===== src/rtl/dacrd_pkg.sv =====
package dacrd_pkg;

  typedef enum logic [2:0] {
    S_IDLE,
    S_REQ,
    S_LOAD,
    S_ADR_LO,
    S_ADR_HI,
    S_DATA,
    S_TERM
  } seq_state_e;

  localparam logic [3:0] STAT_IDLE = 4'h0;
  localparam logic [3:0] STAT_WAIT = 4'h1;
  localparam logic [3:0] STAT_LOAD = 4'h2;
  localparam logic [3:0] STAT_ADDR = 4'h3;
  localparam logic [3:0] STAT_DATA = 4'h4;
  localparam logic [3:0] STAT_DONE = 4'h5;

  localparam logic [2:0] TERM_NONE   = 3'd0;
  localparam logic [2:0] TERM_NORMAL = 3'd1;
  localparam logic [2:0] TERM_MABORT = 3'd2;

endpackage


===== src/rtl/dacrd_par_unit.sv =====
// Address parity generation and read-data parity checking.
module dacrd_par_unit #(
  parameter int DW = 32,
  parameter int CW = 4
) (
  input  logic          clk,
  input  logic          rst_n,
  input  logic [DW-1:0] ad_drv_i,
  input  logic [CW-1:0] cbe_drv_i,
  input  logic          addr_ph_i,
  input  logic [DW-1:0] ad_in_i,
  input  logic          xfer_i,
  input  logic          par_in_i,
  input  logic          clr_err_i,
  output logic          par_o,
  output logic          par_oe_o,
  output logic          err_o
);

  logic par_q, oe_q, pend_q, exp_q, err_q;

  always_ff @(posedge clk or negedge rst_n) begin
    if (!rst_n) begin
      par_q  <= 1'b0;
      oe_q   <= 1'b0;
      pend_q <= 1'b0;
      exp_q  <= 1'b0;
      err_q  <= 1'b0;
    end else begin
      par_q  <= ^{ad_drv_i, cbe_drv_i};
      oe_q   <= addr_ph_i;
      pend_q <= xfer_i;
      exp_q  <= ^{ad_in_i, cbe_drv_i};
      if (clr_err_i) begin
        err_q <= 1'b0;
      end else if (pend_q && (par_in_i != exp_q)) begin
        err_q <= 1'b1;
      end
    end
  end

  assign par_o    = par_q;
  assign par_oe_o = oe_q;
  assign err_o    = err_q;

endmodule


===== src/rtl/dacrd_beat_ctr.sv =====
// Data-phase counter with final-word detection.
module dacrd_beat_ctr #(
  parameter int LEN_W = 12,
  parameter int CNT_W = LEN_W + 1
) (
  input  logic             clk,
  input  logic             rst_n,
  input  logic             clr_i,
  input  logic             inc_i,
  input  logic [LEN_W-1:0] len_i,
  output logic [CNT_W-1:0] cnt_o,
  output logic             last_o
);

  logic [CNT_W-1:0] cnt_q;
  logic [CNT_W-1:0] cnt_d;
  logic             cnt_en;

  assign cnt_en = clr_i | inc_i;

  always_comb begin
    if (clr_i) begin
      cnt_d = '0;
    end else begin
      cnt_d = cnt_q + CNT_W'(1);
    end
  end

  always_ff @(posedge clk or negedge rst_n) begin
    if (!rst_n) begin
      cnt_q <= '0;
    end else if (cnt_en) begin
      cnt_q <= cnt_d;
    end
  end

  assign cnt_o  = cnt_q;
  assign last_o = ((cnt_q + CNT_W'(1)) == CNT_W'(len_i));

endmodule


===== src/rtl/dacrd_dsel_tmr.sv =====
// Watches for a target claim within a fixed window of data cycles.
module dacrd_dsel_tmr #(
  parameter int WIN = 3
) (
  input  logic clk,
  input  logic rst_n,
  input  logic start_i,
  input  logic active_i,
  input  logic devsel_n_i,
  output logic expired_o
);

  localparam int TW = $clog2(WIN + 1);

  logic [TW-1:0] cnt_q;
  logic          seen_q;

  always_ff @(posedge clk or negedge rst_n) begin
    if (!rst_n) begin
      cnt_q  <= '0;
      seen_q <= 1'b0;
    end else if (start_i) begin
      cnt_q  <= '0;
      seen_q <= 1'b0;
    end else if (active_i && !seen_q) begin
      cnt_q  <= cnt_q + TW'(1);
      seen_q <= ~devsel_n_i;
    end
  end

  assign expired_o = active_i && !seen_q && devsel_n_i && (cnt_q == TW'(WIN - 1));

endmodule


===== src/rtl/dac_rd_master.sv =====
module dac_rd_master
  import dacrd_pkg::*;
#(
  parameter int DW         = 32,
  parameter int LEN_W      = 12,
  parameter int DEVSEL_WIN = 3
) (
  input  logic             clk,
  input  logic             rst_n,
  input  logic             lreq_n,
  input  logic [DW-1:0]    lreq_addr_lo,
  input  logic [DW-1:0]    lreq_addr_hi,
  input  logic [DW/8-1:0]  lreq_cmd,
  input  logic [DW/8-1:0]  lreq_rd_cmd,
  input  logic [LEN_W-1:0] lreq_len,
  output logic             lgnt_n,
  output logic [3:0]       lstat,
  output logic [2:0]       lterm,
  output logic [LEN_W:0]   lbeats,
  output logic [DW-1:0]    lrdata,
  output logic             lxfer_n,
  output logic             lpar_err,
  output logic             req_n,
  input  logic             gnt_n,
  input  logic             bus_frame_n,
  input  logic             bus_irdy_n,
  output logic             frame_n,
  output logic             irdy_n,
  output logic             ctl_oe,
  output logic [DW-1:0]    ad_o,
  output logic             ad_oe,
  input  logic [DW-1:0]    ad_i,
  output logic [DW/8-1:0]  cbe_n,
  output logic             cbe_oe,
  output logic             par_o,
  output logic             par_oe,
  input  logic             par_i,
  input  logic             devsel_n,
  input  logic             trdy_n
);

  localparam int CW    = DW / 8;
  localparam int CNT_W = LEN_W + 1;

  // Reset: asserted asynchronously, released on the clock.
  logic [1:0] rsync_q;
  logic       rst_int_n;

  always_ff @(posedge clk or negedge rst_n) begin
    if (!rst_n) rsync_q <= 2'b00;
    else        rsync_q <= {rsync_q[0], 1'b1};
  end
  assign rst_int_n = rsync_q[1];

  seq_state_e       state_q, state_d;
  logic [DW-1:0]    addr_lo_q, addr_hi_q, rdata_q;
  logic [CW-1:0]    cmd_q, rdcmd_q;
  logic [LEN_W-1:0] len_q;
  logic [2:0]       term_q;
  logic             xfer_n_q;
  logic             accept, xfer, last, dsel_exp, addr_ph;

  assign accept  = (state_q == S_REQ) && !lreq_n && !gnt_n && bus_frame_n && bus_irdy_n;
  assign xfer    = (state_q == S_DATA) && !trdy_n;
  assign addr_ph = (state_q == S_ADR_LO) || (state_q == S_ADR_HI);

  always_comb begin
    state_d = state_q;
    case (state_q)
      S_IDLE:   if (!lreq_n) state_d = S_REQ;
      S_REQ:    if (lreq_n) state_d = S_IDLE;
                else if (accept) state_d = S_LOAD;
      S_LOAD:   state_d = S_ADR_LO;
      S_ADR_LO: state_d = S_ADR_HI;
      S_ADR_HI: state_d = S_DATA;
      S_DATA:   if ((xfer && last) || dsel_exp) state_d = S_TERM;
      S_TERM:   state_d = S_IDLE;
      default:  state_d = S_IDLE;
    endcase
  end

  always_ff @(posedge clk or negedge rst_int_n) begin
    if (!rst_int_n) state_q <= S_IDLE;
    else            state_q <= state_d;
  end

  always_ff @(posedge clk or negedge rst_int_n) begin
    if (!rst_int_n) begin
      addr_lo_q <= '0;
      addr_hi_q <= '0;
      cmd_q     <= '0;
      rdcmd_q   <= '0;
      len_q     <= '0;
    end else if (accept) begin
      addr_lo_q <= lreq_addr_lo;
      addr_hi_q <= lreq_addr_hi;
      cmd_q     <= lreq_cmd;
      rdcmd_q   <= lreq_rd_cmd;
      len_q     <= lreq_len;
    end
  end

  always_ff @(posedge clk or negedge rst_int_n) begin
    if (!rst_int_n) begin
      term_q <= TERM_NONE;
    end else if (accept) begin
      term_q <= TERM_NONE;
    end else if (xfer && last) begin
      term_q <= TERM_NORMAL;
    end else if ((state_q == S_DATA) && dsel_exp) begin
      term_q <= TERM_MABORT;
    end
  end

  always_ff @(posedge clk or negedge rst_int_n) begin
    if (!rst_int_n) begin
      rdata_q  <= '0;
      xfer_n_q <= 1'b1;
    end else begin
      xfer_n_q <= ~xfer;
      if (xfer) rdata_q <= ad_i;
    end
  end

  always_comb begin
    req_n   = 1'b1;
    lgnt_n  = 1'b1;
    frame_n = 1'b1;
    irdy_n  = 1'b1;
    ctl_oe  = 1'b0;
    ad_o    = '0;
    ad_oe   = 1'b0;
    cbe_n   = '0;
    cbe_oe  = 1'b0;
    lstat   = STAT_IDLE;
    case (state_q)
      S_REQ: begin
        req_n = 1'b0;
        lstat = STAT_WAIT;
      end
      S_LOAD: begin
        req_n  = 1'b0;
        lgnt_n = 1'b0;
        lstat  = STAT_LOAD;
      end
      S_ADR_LO: begin
        frame_n = 1'b0;
        ctl_oe  = 1'b1;
        ad_o    = addr_lo_q;
        ad_oe   = 1'b1;
        cbe_n   = cmd_q;
        cbe_oe  = 1'b1;
        lstat   = STAT_ADDR;
      end
      S_ADR_HI: begin
        frame_n = 1'b0;
        ctl_oe  = 1'b1;
        ad_o    = addr_hi_q;
        ad_oe   = 1'b1;
        cbe_n   = rdcmd_q;
        cbe_oe  = 1'b1;
        lstat   = STAT_ADDR;
      end
      S_DATA: begin
        frame_n = last;
        irdy_n  = 1'b0;
        ctl_oe  = 1'b1;
        cbe_oe  = 1'b1;
        lstat   = STAT_DATA;
      end
      S_TERM: begin
        ctl_oe = 1'b1;
        lstat  = STAT_DONE;
      end
      default: ;
    endcase
  end

  dacrd_par_unit #(.DW(DW), .CW(CW)) u_par (
    .clk       (clk),
    .rst_n     (rst_int_n),
    .ad_drv_i  (ad_o),
    .cbe_drv_i (cbe_n),
    .addr_ph_i (addr_ph),
    .ad_in_i   (ad_i),
    .xfer_i    (xfer),
    .par_in_i  (par_i),
    .clr_err_i (accept),
    .par_o     (par_o),
    .par_oe_o  (par_oe),
    .err_o     (lpar_err)
  );

  dacrd_beat_ctr #(.LEN_W(LEN_W), .CNT_W(CNT_W)) u_ctr (
    .clk    (clk),
    .rst_n  (rst_int_n),
    .clr_i  (accept),
    .inc_i  (xfer),
    .len_i  (len_q),
    .cnt_o  (lbeats),
    .last_o (last)
  );

  dacrd_dsel_tmr #(.WIN(DEVSEL_WIN)) u_dsel (
    .clk        (clk),
    .rst_n      (rst_int_n),
    .start_i    (state_q == S_ADR_HI),
    .active_i   (state_q == S_DATA),
    .devsel_n_i (devsel_n),
    .expired_o  (dsel_exp)
  );

  assign lterm   = term_q;
  assign lrdata  = rdata_q;
  assign lxfer_n = xfer_n_q;

  AST_ACCEPT_LOAD: assert property (@(posedge clk) disable iff (!rst_int_n)
    accept |=> (lstat == STAT_LOAD && !lgnt_n && lbeats == '0));
  AST_ADDR_LO: assert property (@(posedge clk) disable iff (!rst_int_n)
    (!lgnt_n) |=> (!frame_n && ad_oe && ad_o == addr_lo_q && cbe_n == cmd_q));
  AST_ADDR_HI: assert property (@(posedge clk) disable iff (!rst_int_n)
    (state_q == S_ADR_LO) |=> (!frame_n && ad_o == addr_hi_q && cbe_n == rdcmd_q));
  AST_PAR_LAG: assert property (@(posedge clk) disable iff (!rst_int_n)
    ad_oe |=> (par_oe && par_o == ^{$past(ad_o), $past(cbe_n)}));
  AST_IRDY_RELEASE: assert property (@(posedge clk) disable iff (!rst_int_n)
    (!irdy_n && !trdy_n && frame_n) |=> (irdy_n && frame_n && lterm == TERM_NORMAL));
  AST_BEAT_STEP: assert property (@(posedge clk) disable iff (!rst_int_n)
    (!irdy_n && !trdy_n) |=> (lbeats == $past(lbeats) + CNT_W'(1)));
  AST_MABORT: assert property (@(posedge clk) disable iff (!rst_int_n)
    ((state_q == S_DATA) && dsel_exp) |=> (lterm == TERM_MABORT && irdy_n));
  AST_XFER_STROBE: assert property (@(posedge clk) disable iff (!rst_int_n)
    (!irdy_n && !trdy_n) |=> (!lxfer_n && lrdata == $past(ad_i)));
  AST_PERR_STICKY: assert property (@(posedge clk) disable iff (!rst_int_n)
    (lpar_err && !accept) |=> lpar_err);
  AST_DONE_IDLE: assert property (@(posedge clk) disable iff (!rst_int_n)
    (lstat == STAT_DONE) |=> (lstat == STAT_IDLE));

endmodule


===== config.mk =====
export PLATFORM = sky130hd
export DESIGN_NAME = dac_rd_master
export DESIGN_NICKNAME = d
export VERILOG_FILES = /design/src/rtl/dacrd_pkg.sv /design/src/rtl/dacrd_par_unit.sv /design/src/rtl/dacrd_beat_ctr.sv /design/src/rtl/dacrd_dsel_tmr.sv /design/src/rtl/dac_rd_master.sv
export SDC_FILE = /design/constraint.sdc
export NUM_CORES = 1
export LEC_CHECK = 0
export CORE_MARGIN = 4
export CORE_UTILIZATION = 35
export DETAILED_ROUTE_END_ITERATION = 7
export HOLD_SLACK_MARGIN = 0.08
export PLACE_DENSITY = 0.67
export SYNTH_ARGS = -nofsm -noshare
export SYNTH_HDL_FRONTEND = slang
export SYNTH_SLANG_ARGS = --single-unit

===== constraint.sdc =====
create_clock -name clk -period 6.7 [get_ports clk]
set_clock_uncertainty 0.05 [all_clocks]
set_input_delay 2.01 -clock clk [delete_from_list [all_inputs] [get_ports clk]]
set_output_delay 2.01 -clock clk [all_outputs]
set_load 0.05 [all_outputs]

---- Yosys cells after proc, flatten, opt, wreduce, memory -nomap -nowiden ----
Cells that the tools add are included.
storage, ports and cells
  word-level logic and storage cells ...... 88
  register bits ........................... 146
  output and inout bits ................... 99
  bits of input ports ..................... 125
operators by class
  mux-type cells .......................... 25
  eq/ne operators ......................... 12
  reductions and logical operators ........ 28
  $add $sub $neg .......................... 2
  bitwise logic cells ..................... 3
operators by type and width
  cell                                                   number
  parity 36 bit                                          2
  one-hot mux 32 bit (2 select lines)                    1
  two-way mux 3 bit                                      7
  one-hot mux 3 bit (6 select lines)                     1
  one-hot mux 3 bit (5 select lines)                     1
  adder 13 x 1 -> 13 bit, second input constant          1
  == test 13 x 12 -> 1 bit                               1
  two-way mux 13 bit                                     1
  logical AND 1 bit                                      11
  two-way mux 1 bit                                      10
  == test 3 bit, second input constant                   3
  one-hot mux 4 bit (2 select lines)                     1
  == test 3 x 2 -> 1 bit, second input constant          2
  logical NOT 1 bit                                      4
  two-way mux 2 bit                                      2
  inequality test 2 bit, second input constant           2
  nonzero test 2 bit                                     2
  OR reduction 2 bit                                     2
  OR reduction 4 bit                                     1
  == test 3 x 1 -> 1 bit, second input constant          1
  logical NOT 3 bit                                      1
  inequality test 3 x 2 -> 1 bit, second input constant  1
  AND reduction 3 bit                                    1
  nonzero test 3 bit                                     1
  other kinds (8)                                        10

---- Logic depth before layout (Yosys ltp) ----
Gate-level depths: netlist of the first run.
  depth after elaboration ................. 8
  mapped depth ............................ 11
  mapped depth without buffers ............ 8

---- Cells and area by module ----
Synthesis of the first run repeated with hierarchy kept, for this count alone.
unflattened totals
  cells, all modules ...................... 545
  area, all modules ....................... 7049.3 um^2
by module, submodules not included
  module          area an instance (um^2)  seq. area each (um^2)  cells each  instances
  dac_rd_master   5142.4                   3104.2                 342         1
  dacrd_beat_ctr  989.7                    325.3                  114         1
  dacrd_par_unit  739.5                    125.1                  73          1
  dacrd_dsel_tmr  177.7                    75.1                   16          1

---- Least setup slack after synthesis of the first run ----
Ideal clock, no wire load.
  path kind ............................... flip-flop to output port
  from .................................... register u_ctr.cnt_q[0], in the netlist u_ctr.cnt_o[0]
  to ...................................... output port frame_n
  arrival ................................. 3.205 ns
  path slack .............................. 1.435 ns
  cell stages (with the launch flop) ...... 8
  path buffers ............................ 0
  cell sequence ........................... dfrtp_1 -> ha_1 -> nand3_1 -> nor3_1 -> xnor2_1 -> nor4_1 -> o2111ai_1 -> o31ai_1
on the way
  longest elaborated chain between the ends .. 3
ends and longest elaborated chain
  item                                line                  text
  from (decl)                         dacrd_beat_ctr.sv:15  logic [CNT_W-1:0] cnt_q;
  from (signal assigned)              dacrd_beat_ctr.sv:33  cnt_q <= cnt_d;
  adder 13 x 1 -> 13 bit              dacrd_beat_ctr.sv:38  assign last_o = ((cnt_q + CNT_W'(1)) == CNT_W'(len_i));
  == test 13 x 12 -> 1 bit            dacrd_beat_ctr.sv:38
  one-hot mux 1 bit (2 select lines)  dac_rd_master.sv:136  case (state_q)
  to (decl)                           dac_rd_master.sv:27   output logic frame_n,
No other way between the ends.

---- Final worst setup path of the first run ----
Ends and elaborated chain as after synthesis.

==> results of run 1 <==
[registers in the layout (all words and copies together) (netlist names)]
| register | count |
|---|---|
| len_q | 12 |
| rdcmd_q | 4 |
| u_dsel.seen_q | 1 |
| state_q | 3 |
| lxfer_n | 1 |
| lrdata | 32 |
| rsync_q | 2 |
| u_par.exp_q | 1 |
| u_par.par_o | 1 |
| addr_lo_q | 32 |
| u_ctr.cnt_o | 13 |
| u_par.pend_q | 1 |
| u_dsel.cnt_q | 2 |
| cmd_q | 4 |
| u_par.par_oe_o | 1 |
| u_par.err_o | 1 |
| addr_hi_q | 32 |
| lterm | 2 |
[through the flow]
| step | std cells | instance area, um2 | total power, uW | hold slack (ns) |
|---|---|---|---|---|
| global placement | 1360 | 10000 | 3930 | 0.288 |
| global route | 1392 | 10600 | 5190 | 0.318 |
| CTS | 1392 | 10600 | 4920 | 0.307 |
| detailed placement | 1360 | 10000 | 3970 | 0.292 |
| floorplan | 912 | 7660 | 3230 | 0.281 |
| finish | 1392 | 10600 | 4870 | 0.304 |
[kinds of logic after synthesis]
| logic type | Yosys count |
|---|---|
| flops | 145 |
| compound gates | 149 |
| simple gates | 476 |
| fa+ha+maj | 3 |
| other cells | 2 |
| buf+inv | 67 |
| xor+xnor | 69 |
[layout by cell type, fill, tap and decap left out, types with 4 or more instances in the layout]
cell                              count
sky130_fd_sc_hd__clkdlybuf4s50_1    221
sky130_fd_sc_hd__clkbuf_16           17
sky130_fd_sc_hd__nor2b_1              6
sky130_fd_sc_hd__a22o_1              23
sky130_fd_sc_hd__dfrtp_1            143
sky130_fd_sc_hd__clkinv_2             5
sky130_fd_sc_hd__and4b_1              4
sky130_fd_sc_hd__xnor2_1             42
sky130_fd_sc_hd__xnor3_1              6
sky130_fd_sc_hd__o21ai_0             32
sky130_fd_sc_hd__xor2_1              20
sky130_fd_sc_hd__buf_4                5
sky130_fd_sc_hd__a22oi_1              7
sky130_fd_sc_hd__and4bb_2             4
sky130_fd_sc_hd__inv_1               13
sky130_fd_sc_hd__nand2_1            379
sky130_fd_sc_hd__nand2b_1            22
sky130_fd_sc_hd__nor2_1              26
sky130_fd_sc_hd__a21oi_1             48
sky130_fd_sc_hd__clkbuf_8             4
sky130_fd_sc_hd__nor3_1               5
sky130_fd_sc_hd__o31ai_1              8
sky130_fd_sc_hd__or2_2                5
sky130_fd_sc_hd__o22ai_1             13
sky130_fd_sc_hd__nand3_1              8
[layout make-up]
| type | count | area, um2 |
|---|---|---|
| clock inverter | 9 | 81.3 |
| inverter | 14 | 53.8 |
| sequential | 145 | 3630 |
| tap | 275 | 344 |
| fill | 2023 | 10700 |
| multi-input combinational | 700 | 3720 |
| timing repair buffer | 226 | 2250 |
| clock buffer | 23 | 488 |
[power breakdown]
group / internal [uW] / leakage, uW / switching [uW]
Sequential: 1230 / 0.00185 / 348
Clock: 549 / 0.000275 / 371
Combinational: 941 / 0.00277 / 1430
[metal layers]
layer  global-route usage (%)  up-vias
met5                        0        -
met4                     4.92        4
li1                         -     3354
met2                     29.6      247
met3                     6.27       22
met1                     24.3     3263
[critical path: stages (launching register included)]
cell and delay [ns]:
sky130_fd_sc_hd__dfrtp_1 0.47, sky130_fd_sc_hd__ha_1 0.32, sky130_fd_sc_hd__nand3_1 0.14, sky130_fd_sc_hd__nor3_1 0.37, sky130_fd_sc_hd__xnor2_1 0.13, sky130_fd_sc_hd__nor4_1 0.33, sky130_fd_sc_hd__o2111ai_1 0.21, sky130_fd_sc_hd__o31ai_1 0.27
sky130_fd_sc_hd__clkdlybuf4s50_1 0.85
[path summary, 6_finish.rpt]
| path | startpoint | endpoint | slack, ns | cells past startpoint |
|---|---|---|---|---|
| worst max-delay path | u_ctr.cnt_o[0] | frame_n | 1.14 | 8 |
| worst min-delay path | rsync_q[0] | rsync_q[1] | 0.30 | 0 |
| worst max register to register | state_q[2] | u_ctr.cnt_o[9] | 3.15 | 9 |
| worst min register to register | rsync_q[0] | rsync_q[1] | 0.30 | 0 |
| max in group asynchronous | rsync_q[1] | rdcmd_q[3] | 4.67 | 1 |
| min in group asynchronous | rsync_q[1] | lterm[0] | 0.38 | 0 |
==> key figures, run 1 <==
Outcome
  • Status: completed

Placement
  • Number of buffers inserted by port buffering: 221
  • HPWL after DPL: 15800 um
  • Worst-case setup slack after placement: approximately 1.6 ns
  • Last weighted congestion value of the routability-driven placer: between 0.8 and 0.9

Clock tree
  • Clock transition at the registers of the reported paths: 0.06 ns
  • # hold bufs at CTS: 0
  • CTS Buffer Depth: 2
  • Deepest level of the CTS H-tree: 4
  • Clock root buffer: sky130_fd_sc_hd__clkbuf_16
  • Total clock buffers created by CTS: 17
  • Number of sinks handled by clock tree synthesis: about 150
  • Clk Latency, worst-skew pair: around 0.4 ns
  • CTS tree: built
  • Post-cts gate resize count: 0
  • Number of buffers added for setup after CTS: 0

Routing
  • Met3 layer wire length in the routed design: approximately 2000 um
  • Met2 wirelength from detailed routing: roughly 11000 um
  • Routed wire length per instance: 16.3 um
  • Number of remaining DRC errors: 0
  • TritonRoute pass-1 iters: 5
  • Top sig layer: met5
  • Post-route antenna net violation count: 0
  • DRT iter0 DRCs: 361
  • Vias per inst: roughly 4.9
  • Final Routed Wirelength: 22700 um
  • Post-Route M1 WL: between 9000 and 10000 um
  • Count of vias placed by the detailed router: between 6000 and 7000

Yosys
  • Mux share of post-synthesis cell area: 0%
  • Most common cell in the synthesized netlist: sky130_fd_sc_hd__nand2_1
  • Top cell types by occurrence after synthesis: sky130_fd_sc_hd__nand2_1 (379), sky130_fd_sc_hd__dfrtp_1 (144), sky130_fd_sc_hd__a21oi_1 (48)
  • Complex-gate fraction of the synthesized area: 12.3%
  • Mapped Area: 0.00766 mm2
  • Simple logic cell fraction of the synthesized area: between 20% and 30%
  • Post-synthesis register bit count: between 100 and 150
  • Top cell type by total area after synthesis: sky130_fd_sc_hd__dfrtp_1
  • Largest family of logic cells by synthesized area: simple AND/OR/NAND/NOR gates
  • Portion of synthesized cell area occupied by the leading cell type: a little under half
  • XOR/XNOR share of the synthesized area: 9.07%
  • Average cell area after synthesis: 8.41 um2
  • Unique cell type count in the Yosys netlist: 54
  • Number of synthesized flops with an enable pin: 0
  • Largest cells by area after synthesis: sky130_fd_sc_hd__dfrtp_1 (47%), sky130_fd_sc_hd__nand2_1 (19%), sky130_fd_sc_hd__xnor2_1 (4.8%), sky130_fd_sc_hd__a21oi_1 (3.1%), sky130_fd_sc_hd__a22o_1 (2.6%)
  • Async set-reset flop share out of synthesis: 100%
  • Post-synthesis instance total: around 910
  • Most common flop cell mapped by yosys: sky130_fd_sc_hd__dfrtp_1
  • Yosys warning count: 0
  • Proportion of synthesized chip area in sequential cells: about 47%
  • Adder-cell area share of the yosys netlist: less than 1%

Hold path
  • Path category of the worst min-delay check: reg2reg

Power
  • Ratio of total power to cell area: 461 mW/mm2
  • Maximum vdd ir drop: 0.245 mV
  • Leakage power of the design: 0.00489 uW

Finish
  • Antenna Cells: 0
  • Nets@finish: roughly 1200
  • Layout area overhead: 38.0%
  • Share of layout cells above drive strength 1: under 10%
  • Final core utilization: between 40% and 50%

Die
  • Area of the die: between 0.02 and 0.025 mm2
  • Number of placement rows: 53
  • Initial cell density of the core: between 30% and 40%
  • CORE AREA: between 0.02 and 0.025 mm2
  • Number of ports placed on the die boundary: around 220
  • Die boundary height: 156 um
  • Horizontal extent of the die: ~160 um

STA
  • Hold Fails Final Rpt: 0
  • Setup TNS: 0 ns
  • Slack of the critical path: 1.14 ns
  • Max Freq: 180 MHz
  • Clock period minus final worst setup slack: 5.56 ns
  • Transition at the pin with the smallest max-transition slack: around 1.0 ns
  • Setup-violating endpoint count in the final report: 0
  • Worst rel slew slack: about 31%
  • Final worst path period share: slightly above 80%
  • Number of pins exceeding their max-slew limit in the final report: 0
  • RSZ-0062 raised after global routing: false

Global routing
  • Total global-route track usage: 18.6%
  • Maximum number of pins on one net before global-route repair: between 80 and 90
  • GRT Residual Overflow: 0
  • Wire length of the first global-routing pass: 35900 um
  • Vias in the first global route: slightly below 7000
  • Initial antenna violation count: 2

Critical path
  • Max FO, Critical Path: 7
  • Type of the setup path with the least slack: reg2out
  • Kind of capture point of the worst setup path: output port
  • Crit path arrival time: 3.50 ns
  • Critical path startpoint category: register
  • Worst endpoint required time: about 4.6 ns

Job
  • Number of max-capacitance violations reported: 0
(Power assumes the default switching activity.)
==> run 2, diff against run 1 <==
==> constraint.sdc (replaced) <==
create_clock -name clk -period 5.82 [get_ports clk]
set_clock_uncertainty 0.05 [all_clocks]
set_input_delay 1.746 -clock clk [delete_from_list [all_inputs] [get_ports clk]]
set_output_delay 1.746 -clock clk [all_outputs]
set_load 0.05 [all_outputs]
==> run 2 against run 1 <==
Compared with the run above:
- sequential share of layout area is 0.52 points lower
- wire length shrank 1.6%
- register-to-register slack worse by 0.89 ns
- design area is 1.5% higher
- flip-flop and latch count stayed put
- non-clock buffer count rose by 5
- first-iteration DRC count is 9.1% higher
- count of clock-buffer cells in the layout shrank 2
- critical path type unchanged
- critical endpoint unchanged
- largest cell class unchanged
==> key figures, run 2 (same netlist as run 1, synthesis figures left out) <==
Finish
  • Nets@finish: 1236 (+0.41%)
  • Share of layout cells above drive strength 1: 5.44% (+0.51 points)
  • Antenna Cells: 0 (unchanged)
  • Post-layout instance count excluding filler cells: 1397 (+0.36%)
  • Layout area overhead: 40.1%
  • Commonest non-fill, non-tap cell in the layout: sky130_fd_sc_hd__nand2_1
  • Commonest non-fill, non-tap cells in the layout: sky130_fd_sc_hd__nand2_1 (379), sky130_fd_sc_hd__clkdlybuf4s50_1 (221), sky130_fd_sc_hd__dfrtp_1 (143)

Job
  • Number of max-capacitance violations reported: 0 (unchanged)

Clock tree
  • Total clock buffers created by CTS: 17 (unchanged)
  • Number of buffers added for setup after CTS: 0 (unchanged)
  • Post-cts gate resize count: 0 (unchanged)
  • CTS tree: built
  • Number of sinks handled by clock tree synthesis: 145 (unchanged)
  • Clock transition at the registers of the reported paths: 0.06 ns (about the same)
  • # hold bufs at CTS: 0 (unchanged)
  • Deepest level of the CTS H-tree: 4 (unchanged)
  • CTS Buffer Depth: 2 (unchanged)
  • Clock root buffer: sky130_fd_sc_hd__clkbuf_16
  • Clk Latency, worst-skew pair: 0.42 ns (about the same)

Routing
  • DRT iter0 DRCs: 394 (+9.1%)
  • Final Routed Wirelength: 22400 um (-1.6%)
  • Count of vias placed by the detailed router: 6867 (-0.33%)
  • Post-route antenna net violation count: 0 (unchanged)
  • Top sig layer: met4
  • Post-Route M1 WL: 9820 um (-0.67%)
  • TritonRoute pass-1 iters: 5 (unchanged)
  • Vias per inst: 4.92 (-0.69%)
  • Routed wire length per instance: 16.0 um (-1.9%)
  • Number of remaining DRC errors: 0 (unchanged)
  • Met2 wirelength from detailed routing: 10200 um (-3.7%)
  • Met3 layer wire length in the routed design: 2220 um (+10%)

STA
  • Clock period minus final worst setup slack: 5.29 ns
  • Slack of the critical path: 0.526 ns (-0.617 ns)
  • Setup-violating endpoint count in the final report: 0 (unchanged)
  • RSZ-0062 raised after global routing: false
  • Max Freq: about 190 MHz
  • Hold Fails Final Rpt: 0 (unchanged)
  • Setup TNS: 0 ns (unchanged)
  • Number of pins exceeding their max-slew limit in the final report: 0 (unchanged)
  • Transition at the pin with the smallest max-transition slack: 0.977 ns (-0.0546 ns)
  • Worst rel slew slack: 34.9% (+3.6 points)
  • Final worst path period share: between 90% and 100%

Critical path
  • Buffer and inverter count on the worst path: 1 (unchanged)
  • Cell class contributing the biggest share of worst-path delay: buffers and inverters
  • Crit path arrival time: 3.50 ns (about the same)
  • Kind of capture point of the worst setup path: output port
  • Worst endpoint required time: 4.02 ns (-0.62 ns)
  • Type of the setup path with the least slack: reg2out
  • Critical path startpoint category: register
  • Chain of cells forming the critical path: ha_1 > nand3_1 > nor3_1 > xnor2_1 > nor4_1 > o2111ai_1 > o31ai_1 > clkdlybuf4s50_1
  • CP max-delay cell: sky130_fd_sc_hd__clkdlybuf4s50_1
  • Delay of the slowest cell on the worst path: 0.85 ns (about the same)
  • Max FO, Critical Path: 7 (unchanged)

Die
  • Die boundary height: 156 um (unchanged)
  • Initial cell density of the core: 36.0% (unchanged)
  • Area of the die: 0.0243 mm2 (unchanged)
  • Number of ports placed on the die boundary: 224 (unchanged)
  • Horizontal extent of the die: 156 um (unchanged)
  • Number of placement rows: 53 (unchanged)
  • CORE AREA: 0.0213 mm2 (unchanged)

Power
  • Relative contribution of sequential cells to total power: 30.9% (-1.5 points)
  • Clock power frac: 22.1% (+3.2 points)
  • Reported net switching power: 2490 uW (+16%)
  • Leakage power of the design: 0.00497 uW (+1.7%)
  • Ratio of total power to cell area: 545 mW/mm2 (+18%)
  • Maximum vdd ir drop: 0.279 mV (+14%)
  • Internal power: 3350 uW (+23%)
  • Share of total power consumed by net switching: 42.6% (-1.5 points)
  • Combinational group share of total power: 47.0% (-1.7 points)

Placement
  • Worst-case setup slack after placement: 0.986 ns (-0.603 ns)
  • Number of buffers inserted by port buffering: 221 (unchanged)
  • # placed instances: 1365 (+0.37%)
  • Last weighted congestion value of the routability-driven placer: 0.838 (+3.4%)
  • HPWL after DPL: 15600 um (-0.87%)

Global routing
  • Wire length of the first global-routing pass: 35200 um (-2.2%)
  • Total global-route track usage: 18.1% (-0.47 points)
  • Maximum number of pins on one net before global-route repair: 81 (unchanged)
  • Initial antenna violation count: 0 (-2)
  • Vias in the first global route: 6696 (-1.4%)
  • GRT Residual Overflow: 0 (unchanged)

Hold path
  • Path category of the worst min-delay check: reg2async

Outcome
  • Status: completed
## run 2: cell count changes in the layout (fill, tap and decap cells not counted), sizes merged
cell and change:
buf +5, clkinvlp -2, inv +3, clkinv -4, bufinv +5, clkbuf -2
## run 2: worst paths after layout
check | from | depth (start not counted) | to | slack [ns]
max in group asynchronous | rst_n | 1 | rsync_q[1] | 4.14
worst max-delay path | u_ctr.cnt_o[0] | 8 | frame_n | 0.53
worst min register to register | rsync_q[1] | 0 | rdcmd_q[0] | 0.13
worst max register to register | state_q[0] | 8 | u_par.par_o | 2.26
min in group clk | rsync_q[0] | 0 | rsync_q[1] | 0.31
worst min-delay path | rsync_q[1] | 0 | rdcmd_q[0] | 0.13
## run 2: power by group through the flow
stage / Sequential (uW) / Combinational, uW / Clock [uW]
6_report: 1810 / 2750 / 1290
2_1_floorplan: 2180 / 1530 / 0
3_5_place_dp: 1810 / 2760 / 0
3_3_place_gp: 1800 / 2730 / 0
5_1_grt: 1870 / 2960 / 1370
4_1_cts: 1800 / 2770 / 1320
## run 2: metal layers
layer / track usage, % / vias to the layer above
met4: 3.63 / 0
met2: 28.1 / 269
met1: 24.2 / 3219
li1: - / 3366
met5: 0 / -
met3: 7.02 / 13
## run 2: cell type report
| class | count | area, um2 |
|---|---|---|
| clock buffers | 21 | 470 |
| clock inverters | 11 | 223 |
| fillers | 2028 | 10600 |
| inverters | 14 | 53.8 |
| multi-input cells | 700 | 3720 |
| flip-flops and latches | 145 | 3630 |
| well taps | 275 | 344 |
| repair buffers | 231 | 2290 |
## run 2: per-stage QoR
| stage | utilization, % | power (uW) | instance area (um2) | hold WS, ns |
|---|---|---|---|---|
| 2_1_floorplan | - | 3720 | 7660 | 0.281 |
| 3_3_place_gp | 47.1 | 4530 | 10000 | 0.133 |
| 3_5_place_dp | 47.1 | 4570 | 10000 | 0.133 |
| 4_1_cts | 50.4 | 5890 | 10700 | 0.138 |
| 5_1_grt | 50.4 | 6210 | 10700 | 0.151 |
| 6_report | 50.4 | 5840 | 10700 | 0.126 |
==> run 3, diff against run 2 <==
--- a/config.mk
+++ b/config.mk
@@ -9,7 +9,7 @@
 export CORE_UTILIZATION = 35
 export DETAILED_ROUTE_END_ITERATION = 7
 export HOLD_SLACK_MARGIN = 0.08
-export PLACE_DENSITY = 0.67
+export PLACE_DENSITY_LB_ADDON = 0.12
 export SYNTH_ARGS = -nofsm -noshare
 export SYNTH_HDL_FRONTEND = slang
 export SYNTH_SLANG_ARGS = --single-unit
==> run 3 against run 2 <==
Compared with the run above:
- non-clock buffer count is 1 lower
- combinational power hardly changed
- worst hold slack better by 0.18 ns
- sequential power hardly changed
- clock power is 16% lower
- final cell count hardly changed
- count of clock-buffer cells in the layout is 2 lower
- die area stayed put
- design area is 1.2% lower
- maximum frequency is 0.64% higher
- register-to-register slack worse by 0.06 ns
==> key figures, run 3 (same netlist as run 1, synthesis figures left out) <==
Outcome
  • Status: completed

Hold path
  • Hold Path Cell Cnt: 0
  • Path category of the worst min-delay check: reg2reg
  • Worst hold path endpoint: rsync_q[1]
  • Worst hold start: rsync_q[0]

STA
  • Worst Hold Margin: 0.307 ns (+0.181 ns)
  • RSZ-0062 raised after global routing: false
  • Slack of the critical path: 0.559 ns (+0.0337 ns)
  • Worst rel slew slack: 34.7% (-0.13 points)
  • Setup-violating endpoint count in the final report: 0 (unchanged)
  • Max Freq: 190 MHz (+0.64%)
  • Setup TNS: 0 ns (unchanged)
  • Clock period minus final worst setup slack: 5.26 ns (-0.0337 ns)
  • Final worst path period share: 90.4% (-0.58 points)
  • Transition at the pin with the smallest max-transition slack: 0.979 ns (+0.00192 ns)
  • Hold Fails Final Rpt: 0 (unchanged)
  • Number of pins exceeding their max-slew limit in the final report: 0 (unchanged)

Critical path
  • Max FO, Critical Path: 7 (unchanged)
  • Worst reg2reg endpoint: u_par.par_o
  • Crit path arrival time: 3.46 ns (-0.04 ns)
  • Worst R2R Path Depth: 8 (unchanged)
  • Reg2reg setup slack: 2.20 ns (-0.06 ns)
  • Type of the setup path with the least slack: reg2out
  • Kind of capture point of the worst setup path: output port
  • Critical path startpoint category: register
  • Reg-to-Reg Start: state_q[0]
  • Worst endpoint required time: 4.02 ns (about the same)

Global routing
  • Vias in the first global route: 6613 (-1.2%)
  • Maximum number of pins on one net before global-route repair: 92 (+14%)
  • GRT Residual Overflow: 0 (unchanged)
  • Wire length of the first global-routing pass: 35000 um (-0.47%)
  • Total global-route track usage: 18.0% (-0.073 points)
  • Initial antenna violation count: 0 (unchanged)

Power
  • Clock power frac: 19.3% (-2.8 points)
  • Maximum vdd ir drop: 0.248 mV (-11%)
  • Reported net switching power: 2480 uW (-0.52%)
  • Ratio of total power to cell area: 528 mW/mm2 (-3.0%)
  • Relative contribution of sequential cells to total power: 32.2% (+1.3 points)
  • Combinational group share of total power: 48.5% (+1.5 points)
  • Leakage power of the design: 0.00491 uW (-1.2%)
  • Share of total power consumed by net switching: 44.3% (+1.6 points)
  • Internal power: 3120 uW (-6.9%)

Routing
  • TritonRoute pass-1 iters: 4 (-1)
  • Count of vias placed by the detailed router: 6732 (-2.0%)
  • Vias per inst: 4.82 (-1.9%)
  • Number of remaining DRC errors: 0 (unchanged)
  • DRT iter0 DRCs: 388 (-1.5%)
  • Routed wire length per instance: 15.8 um (-1.2%)
  • Final Routed Wirelength: 22100 um (-1.3%)
  • Post-route antenna net violation count: 0 (unchanged)

Finish
  • Sequential cell area: 0.00363 mm2 (unchanged)
  • Commonest non-fill, non-tap cells in the layout: sky130_fd_sc_hd__nand2_1 (379), sky130_fd_sc_hd__clkdlybuf4s50_1 (221), sky130_fd_sc_hd__dfrtp_1 (143)
  • Layout area overhead: 38.5%
  • Commonest non-fill, non-tap cell in the layout: sky130_fd_sc_hd__nand2_1
  • Nets@finish: 1235 (-0.081%)
  • Multi-input gate area in the final layout: 0.00372 mm2 (unchanged)
  • Fin area: 0.0106 mm2 (-1.2%)
  • Share of layout cells above drive strength 1: 5.44% (about the same)
  • Fill cell instance count of the final layout: 2088 (+3.0%)
  • Antenna Cells: 0 (unchanged)

Clock tree
  • Total clock buffers created by CTS: 17 (unchanged)
  • CTS Buffer Depth: 2 (unchanged)
  • Clock transition at the registers of the reported paths: 0.07 ns (about the same)
  • Clk Latency, worst-skew pair: 0.43 ns (about the same)
  • Post-cts gate resize count: 0 (unchanged)
  • Number of sinks handled by clock tree synthesis: 145 (unchanged)
  • # hold bufs at CTS: 0 (unchanged)
  • CTS tree: built
  • Deepest level of the CTS H-tree: 4 (unchanged)
  • Clock root buffer: sky130_fd_sc_hd__clkbuf_16
  • Number of buffers added for setup after CTS: 0 (unchanged)

Placement
  • Number of buffers inserted by port buffering: 221 (unchanged)
  • HPWL after DPL: 15300 um (-2.4%)
  • Placed cell areas: 0.0100 mm2 (about the same)
  • Last weighted congestion value of the routability-driven placer: 0.820 (-2.2%)
  • Worst-case setup slack after placement: 0.963 ns (-0.0233 ns)

Die
  • Initial cell density of the core: 36.0% (unchanged)
  • CORE AREA: 0.0213 mm2 (unchanged)
  • Area of the die: 0.0243 mm2 (unchanged)
  • Die boundary height: 156 um (unchanged)
  • Horizontal extent of the die: 156 um (unchanged)
  • Number of ports placed on the die boundary: 224 (unchanged)
  • Number of placement rows: 53 (unchanged)

Job
  • Number of max-capacitance violations reported: 0 (unchanged)
run 3: changes by cell type in the layout (fill, tap and decap cells not counted), sizes merged:
cell	delta
inv	+2
bufinv	-5
clkinv	+3
buf	-1
clkbuf	-2
clkinvlp	+2
run 3: worst max path at each step:
stage                   end  depth (start not counted)            from  slack (ns)
floorplan           frame_n                          7  u_ctr.cnt_o[0]        0.82
global placement    frame_n                          8  u_ctr.cnt_o[0]        1.03
detailed placement  frame_n                          8  u_ctr.cnt_o[0]        0.96
CTS                 frame_n                          8  u_ctr.cnt_o[0]        0.50
global route        frame_n                          8  u_ctr.cnt_o[0]        0.24
finish              frame_n                          8  u_ctr.cnt_o[0]        0.56
run 3: area by class of cell:
type,count,area share (%)
Timing Repair Buffer,230,21.5
Clock buffer,19,4.27
Tap cell,275,3.24
Inverter,14,0.507
Multi-Input combinational cell,700,35.1
Sequential cell,145,34.3
Clock inverter,13,1.17
run 3: critical path, cell delays in order (launching register included):
cell and delay (ns):
sky130_fd_sc_hd__dfrtp_1 0.45, sky130_fd_sc_hd__ha_1 0.31, sky130_fd_sc_hd__nand3_1 0.14, sky130_fd_sc_hd__nor3_1 0.36
sky130_fd_sc_hd__xnor2_1 0.12, sky130_fd_sc_hd__nor4_1 0.34, sky130_fd_sc_hd__o2111ai_1 0.21, sky130_fd_sc_hd__o31ai_1 0.26
sky130_fd_sc_hd__clkdlybuf4s50_1 0.84
run 3: metrics by stage:
stage | total power (uW) | util [%] | cells
2_1_floorplan | 3720 | - | 912
3_3_place_gp | 4540 | 47.1 | 1364
3_5_place_dp | 4560 | 47.1 | 1364
4_1_cts | 5670 | 49.8 | 1396
5_1_grt | 5980 | 49.8 | 1396
6_report | 5600 | 49.8 | 1396
run 3: power groups by stage:
stage	logic (uW)	clock network, uW	registers, uW
2_1_floorplan	1530	0	2180
3_3_place_gp	2730	0	1810
3_5_place_dp	2740	0	1820
4_1_cts	2750	1110	1810
5_1_grt	2950	1150	1880
6_report	2720	1080	1800
run 3: routing by layer:
layer | vias up | GRT usage [%] | share of wire, % | wire length (um)
li1 | 3358 | - | - | -
met2 | 192 | 27.6 | 46 | 10100
met3 | 20 | 6.88 | 8.5 | 1890
met1 | 3162 | 24.1 | 45 | 9840
met4 | 0 | 4.96 | 1.2 | 269
met5 | - | 0 | 0 | 0
